--- config.mk ---
export PLATFORM = sky130hd
export DESIGN_NAME = opfetch_unit
export DESIGN_NICKNAME = d
export VERILOG_FILES = /design/src/rtl/opf_pkg.sv /design/src/rtl/opf_addr_gen.sv /design/src/rtl/opf_ctrl.sv /design/src/rtl/opfetch_unit.sv
export SDC_FILE = /design/constraint.sdc
export NUM_CORES = 1
export LEC_CHECK = 0
export ABC_AREA = 1
export CAP_MARGIN = 40
export CORE_MARGIN = 2
export CORE_UTILIZATION = 40
export DETAILED_ROUTE_END_ITERATION = 10
export GPL_ROUTABILITY_DRIVEN = 0
export PLACE_DENSITY = 0.73
export SYNTH_ARGS = -nofsm -noshare
export SYNTH_HDL_FRONTEND = slang
export SYNTH_SLANG_ARGS = --single-unit
--- constraint.sdc ---
create_clock -name clk -period 1.96 [get_ports clk]
set_input_delay 0.196 -clock clk [delete_from_list [all_inputs] [get_ports clk]]
set_output_delay 0.196 -clock clk [all_outputs]
set_load 0.05 [all_outputs]
--- src/rtl/opf_pkg.sv ---
package opf_pkg;
  typedef enum logic [2:0] {
    AM_IMM  = 3'd0,
    AM_DIR  = 3'd1,
    AM_REG  = 3'd2,
    AM_IND  = 3'd3,
    AM_RIND = 3'd4,
    AM_IDX  = 3'd5,
    AM_BASE = 3'd6,
    AM_STK  = 3'd7
  } amode_e;

  typedef enum logic [1:0] {
    ST_IDLE = 2'd0,
    ST_RD1  = 2'd1,
    ST_RD2  = 2'd2
  } fstate_e;

  function automatic logic mode_reads_mem(amode_e m);
    return !(m == AM_IMM || m == AM_REG);
  endfunction
endpackage

--- src/rtl/opf_addr_gen.sv ---
module opf_addr_gen
  import opf_pkg::*;
#(
  parameter int AW       = 12,
  parameter int NREG     = 16,
  parameter int IDX_REG  = 1,
  parameter int BASE_REG = 2,
  parameter int SP_REG   = NREG - 1,
  localparam int RSEL    = $clog2(NREG)
) (
  input  amode_e            mode_i,
  input  logic [AW-1:0]     field_i,
  input  logic [AW-1:0]     reg_lo_i,
  output logic [RSEL-1:0]   rsel_o,
  output logic [AW-1:0]     ea_o
);
  localparam logic [RSEL-1:0] IDX_SEL  = RSEL'(IDX_REG);
  localparam logic [RSEL-1:0] BASE_SEL = RSEL'(BASE_REG);
  localparam logic [RSEL-1:0] SP_SEL   = RSEL'(SP_REG);

  logic [AW-1:0] sum;
  assign sum = field_i + reg_lo_i;

  always_comb begin
    unique case (mode_i)
      AM_REG, AM_RIND: rsel_o = field_i[RSEL-1:0];
      AM_IDX:          rsel_o = IDX_SEL;
      AM_BASE:         rsel_o = BASE_SEL;
      AM_STK:          rsel_o = SP_SEL;
      default:         rsel_o = '0;
    endcase
  end

  always_comb begin
    unique case (mode_i)
      AM_DIR, AM_IND:  ea_o = field_i;
      AM_RIND, AM_STK: ea_o = reg_lo_i;
      AM_IDX, AM_BASE: ea_o = sum;
      default:         ea_o = '0;
    endcase
  end
endmodule

--- src/rtl/opf_ctrl.sv ---
module opf_ctrl
  import opf_pkg::*;
(
  input  logic    clk,
  input  logic    rst,
  input  logic    start_i,
  input  amode_e  mode_i,
  output logic    accept_o,
  output logic    first_rd_o,
  output logic    second_rd_o,
  output logic    cap_mem_o,
  output logic    finish_o,
  output logic    busy_o
);
  fstate_e st_q, st_d;
  amode_e  mode_q;

  assign accept_o    = start_i && (st_q == ST_IDLE);
  assign first_rd_o  = accept_o && mode_reads_mem(mode_i);
  assign second_rd_o = (st_q == ST_RD1) && (mode_q == AM_IND);
  assign cap_mem_o   = ((st_q == ST_RD1) && (mode_q != AM_IND)) || (st_q == ST_RD2);
  assign finish_o    = (accept_o && !mode_reads_mem(mode_i)) || cap_mem_o;
  assign busy_o      = (st_q != ST_IDLE);

  always_comb begin
    st_d = st_q;
    unique case (st_q)
      ST_IDLE: if (first_rd_o) st_d = ST_RD1;
      ST_RD1:  st_d = second_rd_o ? ST_RD2 : ST_IDLE;
      ST_RD2:  st_d = ST_IDLE;
      default: st_d = ST_IDLE;
    endcase
  end

  always_ff @(posedge clk) begin
    if (rst) begin
      st_q   <= ST_IDLE;
      mode_q <= AM_IMM;
    end else begin
      st_q <= st_d;
      if (accept_o) mode_q <= mode_i;
    end
  end
endmodule

--- src/rtl/opfetch_unit.sv ---
module opfetch_unit
  import opf_pkg::*;
#(
  parameter int AW       = 12,
  parameter int DW       = 16,
  parameter int NREG     = 16,
  parameter int IDX_REG  = 1,
  parameter int BASE_REG = 2,
  parameter int SP_REG   = NREG - 1,
  localparam int RSEL    = $clog2(NREG)
) (
  input  logic            clk,
  input  logic            rst,
  input  logic            start,
  input  logic [2:0]      mode,
  input  logic [AW-1:0]   field,
  output logic [RSEL-1:0] rf_sel,
  input  logic [DW-1:0]   rf_data,
  output logic            mem_en,
  output logic [AW-1:0]   mem_addr,
  input  logic [DW-1:0]   mem_rdata,
  output logic            busy,
  output logic            done,
  output logic [DW-1:0]   operand,
  output logic [AW-1:0]   ea
);
  amode_e        mode_e;
  logic [AW-1:0] ea_first;
  logic          accept, first_rd, second_rd, cap_mem, finish;

  assign mode_e = amode_e'(mode);

  opf_addr_gen #(
    .AW(AW), .NREG(NREG), .IDX_REG(IDX_REG), .BASE_REG(BASE_REG), .SP_REG(SP_REG)
  ) u_agen (
    .mode_i   (mode_e),
    .field_i  (field),
    .reg_lo_i (rf_data[AW-1:0]),
    .rsel_o   (rf_sel),
    .ea_o     (ea_first)
  );

  opf_ctrl u_ctrl (
    .clk         (clk),
    .rst         (rst),
    .start_i     (start),
    .mode_i      (mode_e),
    .accept_o    (accept),
    .first_rd_o  (first_rd),
    .second_rd_o (second_rd),
    .cap_mem_o   (cap_mem),
    .finish_o    (finish),
    .busy_o      (busy)
  );

  assign mem_en   = first_rd || second_rd;
  assign mem_addr = second_rd ? mem_rdata[AW-1:0] : ea_first;

  always_ff @(posedge clk) begin
    if (rst) begin
      done    <= 1'b0;
      operand <= '0;
      ea      <= '0;
    end else begin
      done <= finish;
      if (accept) begin
        ea <= ea_first;
        if (mode_e == AM_IMM) operand <= DW'(field);
        else if (mode_e == AM_REG) operand <= rf_data;
      end
      if (second_rd) ea <= mem_rdata[AW-1:0];
      if (cap_mem) operand <= mem_rdata;
    end
  end
endmodule

**Yosys cells after proc, flatten, opt, wreduce, memory -nomap -nowiden**

Index checks and enable logic that the tools add are counted.

- Multiplexer cells: 12
- Add/subtract/negate cells: 1
- Eq/ne operators: 12
- Reductions and logical operators: 21

Operators by type and width:

| operator | number |
|---|---|
| 2-to-1 mux 16 bit | 4 |
| 2-to-1 mux 12 bit | 3 |
| case mux 12 bit (3 select lines) | 1 |
| case mux 4 bit (4 select lines) | 1 |
| adder 12 bit | 1 |
| == test 3 bit, second input constant | 4 |
| == test 3 x 2 -> 1 bit, second input constant | 3 |
| OR reduction 2 bit | 4 |
| nonzero test 2 bit | 3 |
| logical AND 1 bit | 5 |
| logical OR 1 bit | 4 |
| 2-to-1 mux 2 bit | 2 |
| case mux 2 bit (2 select lines) | 1 |
| == test 3 x 1 -> 1 bit, second input constant | 1 |
| logical NOT 3 bit | 1 |
| inequality test 3 x 2 -> 1 bit, second input constant | 1 |
| nonzero test 3 bit | 1 |
| == test 2 x 1 -> 1 bit, second input constant | 1 |
| == test 2 bit, second input constant | 1 |
| logical NOT 2 bit | 1 |
| inequality test 2 bit, second input constant | 1 |
| AND reduction 2 bit | 1 |
| logical NOT 1 bit | 1 |

- Register bits after elaboration: 34
- Input bits: 50
- Word-level logic and storage cells: 51

**Depth between registers and ports, before layout**

- Depth in word-level cells: 6
- Depth in mapped cells: 14
- Mapped depth without buffers: 14

**Modules after synthesis**

Synthesis repeated with hierarchy kept, for this count alone.

- Cell total of the unflattened synthesis: 485
- Area, all modules: 2957.8 um^2

Modules (own cells, without submodules):

| module | area an instance (um^2) | sequential area each (um^2) | cells an instance | times used |
|---|---|---|---|---|
| opfetch_unit | 1699.1 | 580.6 | 261 | 1 |
| opf_addr_gen | 997.2 | 0.0 | 187 | 1 |
| opf_ctrl | 261.5 | 100.1 | 37 | 1 |

**Worst setup path before layout**

No wires, ideal clock.

- Path kind: input to register
- Start: in field[0]
- End: reg ea[2]
- Arrival: 2.374 ns
- Setup time: 0.062 ns
- Cell stages on the path: 9
- Required time: 1.898 ns
- Setup slack: -0.476 ns
- Path through: ha_1 > fa_1 > nand2_1 > nand3_1 > o21ai_0 > a21oi_1 > o21ai_0 > o21bai_1 > inv_1

- Word-level cells in the longest chain between the ends: 4

Ends and longest elaborated chain:

| what | RTL line | text |
|---|---|---|
| start, declared | opfetch_unit.sv:16 | `input logic [AW-1:0] field,` |
| adder 12 bit | opf_addr_gen.sv:22 | `assign sum = field_i + reg_lo_i;` |
| case mux 12 bit (3 select lines) | opf_addr_gen.sv:35 | `unique case (mode_i)` |
| 2-to-1 mux 12 bit | opfetch_unit.sv:66 | `if (accept) begin` |
| 2-to-1 mux 12 bit | opfetch_unit.sv:71 | `if (second_rd) ea <= mem_rdata[AW-1:0];` |
| end signal, assigned | opfetch_unit.sv:67 | `ea <= ea_first;` |
| end signal, assigned | opfetch_unit.sv:71 |  |
| end, declared | opfetch_unit.sv:25 | `output logic [AW-1:0] ea` |

No other way between the ends. The select of a mux whose other input is x is not followed.
A chain may end at the register's enable or synchronous reset.

**Final worst setup path**

- Start: in field[0]
- End: out mem_addr[4]

- Word-level cells in the longest chain between the ends: 3

Ends and longest elaborated chain:

| what | RTL line | text |
|---|---|---|
| adder 12 bit | opf_addr_gen.sv:22 |  |
| case mux 12 bit (3 select lines) | opf_addr_gen.sv:35 |  |
| 2-to-1 mux 12 bit | opfetch_unit.sv:57 | `assign mem_addr = second_rd ? mem_rdata[AW-1:0] : ea_first;` |
| end, declared | opfetch_unit.sv:20 | `output logic [AW-1:0] mem_addr,` |

No other way between the ends.

==> reports/results.ini <==
[placed_design]
pre_cts_slack_ps = -509
postPlaceCellArea_mm2 = 0.00428
io_buffer_count = 96
hpwl_mm = 7.44

[sta]
rsz0062_at_grt = yes
layout_min_cycle_time_ps = 1980
worst_pin_slew_ps = 541
timing.final.crit_share = 1.01
clock_skew_ps = 6.26
setup_viol = 3
slew_viol_final = 0
max_freq_mhz = 505
fin_ws_ps = -18.8
hold_viol = 0
slew-limit-headroom = 0.638

[routing]
num_vias = 3658
drc = 0
wirelength_mm = 10.4
dr.pass1.iters = 5
final_antenna_net_count = 0
vias_per_cell = 5.40
first_iter_violations = 202
wl_per_cell_um = 15.4

[floorplanning]
die_width_um = 85.6
die-area_mm2 = 0.00732
coreArea_mm2 = 0.00639
initial_core_util = 0.417
ios = 97
die_h_um = 85.6
rows = 29

[clock_network]
cts.hold.buffers_added = 0
cts_tree = yes
insertion_delay_ps = 290
numCtsBuffers = 5
clock_path_buffers = 2
htreeDepth = 2
cts.sinks = 34
cts_root_buf = clkbuf_8
clk_pin_slew_ps = 80

[worst_setup_path]
worstPathRequired_ps = 1760
criticalPathCategory = in -> out
crit_arrival_ps = 1780
rrSetupSlack_ps = 220
cp-end-kind = primary output
cp_max_fo = 3
crit_path_start_kind = primary input

[pwr]
power_density_mw_per_mm2 = 585
power.leakage_nw = 2.42
max-vdd-ir-drop_v = 0.000555

[run_status]
status = finished, violations left
violations = negative setup slack

[synthesis]
synth-seq-cells = 34
ys_async_sr_fraction = 0
synthTopCellsByCount = 132 x nand2_1, 68 x inv_1, 41 x o21ai_0
synth_edf_count = 0
syn_nets = 501
seq_area_frac_synth = 0.256
synth_top_area_cell = dfxtp_1
synth-warning-count = 0
synth_top_area_share = 0.256
syn_area_mm2 = 0.00266
syn_inst = 439
synth-main-ff-cell = dfxtp_1
synth_area_per_cell_um2 = 6.06
yosys-top-cells-area = dfxtp_1 26%, nand2_1 19%, inv_1 9.6%, o21ai_0 7.7%, nand3_1 6.2%
yosysMostFrequentCell = nand2_1
ys_types = 37

[cells_and_area]
layout.nets = 661
drive_above_1_share = 0.337
num_antenna_cells = 0
fillers = 482
area_delta_synth_final_pct = 80.7
postLayoutCellArea_mm2 = 0.00481

[grt]
grt_pass1_vias = 3636
grt_max_degree = 26
grt_usage = 0.278
antenna_found_initial = 0
overflow = 0
grt_pass1_wl_mm = 16.6

[job]
max-cap-violations = 0

[min_path]
min-delay-path-class = in -> reg

==> layout by cell type, fill, tap and decap left out, types with 7 or more instances in the layout <==
cell              n
buf_4            68
nand2_4           7
nand2_1          99
nor2_1           18
dlygate4sd2_1    11
nand3_2          11
inv_1            63
nand3_1          22
inv_2             9
a21oi_1          14
o21ai_0          35
nand2_2          30
clkdlybuf4s50_1  54
a22oi_1           7
buf_12           17
ha_4             11
dfxtp_1          34
==> critical path, stage by stage <==
cell	delay (ps)
buf_8	100
ha_4	160
fa_2	360
nand2_2	90
nand3_2	80
and2_4	170
nand2_2	60
nand3_2	50
o211ai_1	110
nand2_1	120
o21ai_2	110
buf_12	160
==> metrics by stage <==
| stage | std cells | utilization | TNS, ps | power, mW | hold WS [ps] |
|---|---|---|---|---|---|
| after CTS | 670 | 0.722 | -5.69 | 2.72 | 403 |
| final | 677 | 0.753 | -38.6 | 2.81 | 363 |
| after global placement | 659 | 0.671 | -6500 | 2.07 | 455 |
| after global routing | 677 | 0.753 | -416 | 2.95 | 384 |
| after detailed placement | 659 | 0.671 | -7720 | 2.09 | 464 |
| after floorplan | 439 | - | -211 | 1.48 | 265 |
==> kinds of logic after synthesis <==
kind of cell    Yosys count  synth area share
fa+ha+maj                12            0.0592
flops                    34             0.256
compound gates           96             0.216
xor+xnor                  2           0.00658
simple gates            206             0.325
buf+inv                  89             0.137
==> registers in the layout, summed over array words and instances, names as in the netlist <==
name	cells
operand	16
u_ctrl.st_q	2
u_ctrl.mode_q	3
ea	12
done	1
==> layer usage <==
layer | GRT usage | vias to the layer above | part of all wire
li1 | - | 1740 | -
met1 | 0.326 | 1695 | 0.40
met2 | 0.500 | 188 | 0.49
met3 | 0.0549 | 35 | 0.073
met4 | 0.101 | 0 | 0.034
met5 | 0 | - | 0
==> where the power goes <==
part,total [mW],switching [mW],internal [mW]
sequential,0.771,0.0289,0.742
clock,0.560,0.277,0.283
combinational,1.48,0.836,0.647
==> final timing paths <==
check,cells past startpoint,end,from
worst max register to register,7,operand[7]$_SDFFE_PP0P_,u_ctrl.st_q[0]$_SDFFE_PP0P_
worst max-delay path,12,mem_addr[4],field[0]
worst min register to register,2,u_ctrl.mode_q[2]$_SDFFE_PP0P_,u_ctrl.mode_q[2]$_SDFFE_PP0P_
worst min-delay path,4,u_ctrl.mode_q[2]$_SDFFE_PP0P_,mode[2]
==> final cells by class <==
class | instances | area [um^2] | share of cell area
clock inverters | 2 | 12.5 | 0.00260
multi-input cells | 316 | 2010 | 0.418
well taps | 77 | 96.3 | 0.0200
inverters | 73 | 275 | 0.0572
clock buffers | 6 | 82.6 | 0.0172
repair buffers | 169 | 1650 | 0.344
flip-flops and latches | 34 | 681 | 0.142
==> what timing repair did <==
action,4_1_cts,5_1_grt
resized for setup,89,64
endpoints found under the setup margin,17,15
pin swaps,16,28
setup buffers,3,7
Note: power is estimated with default switching activity, not from simulation.
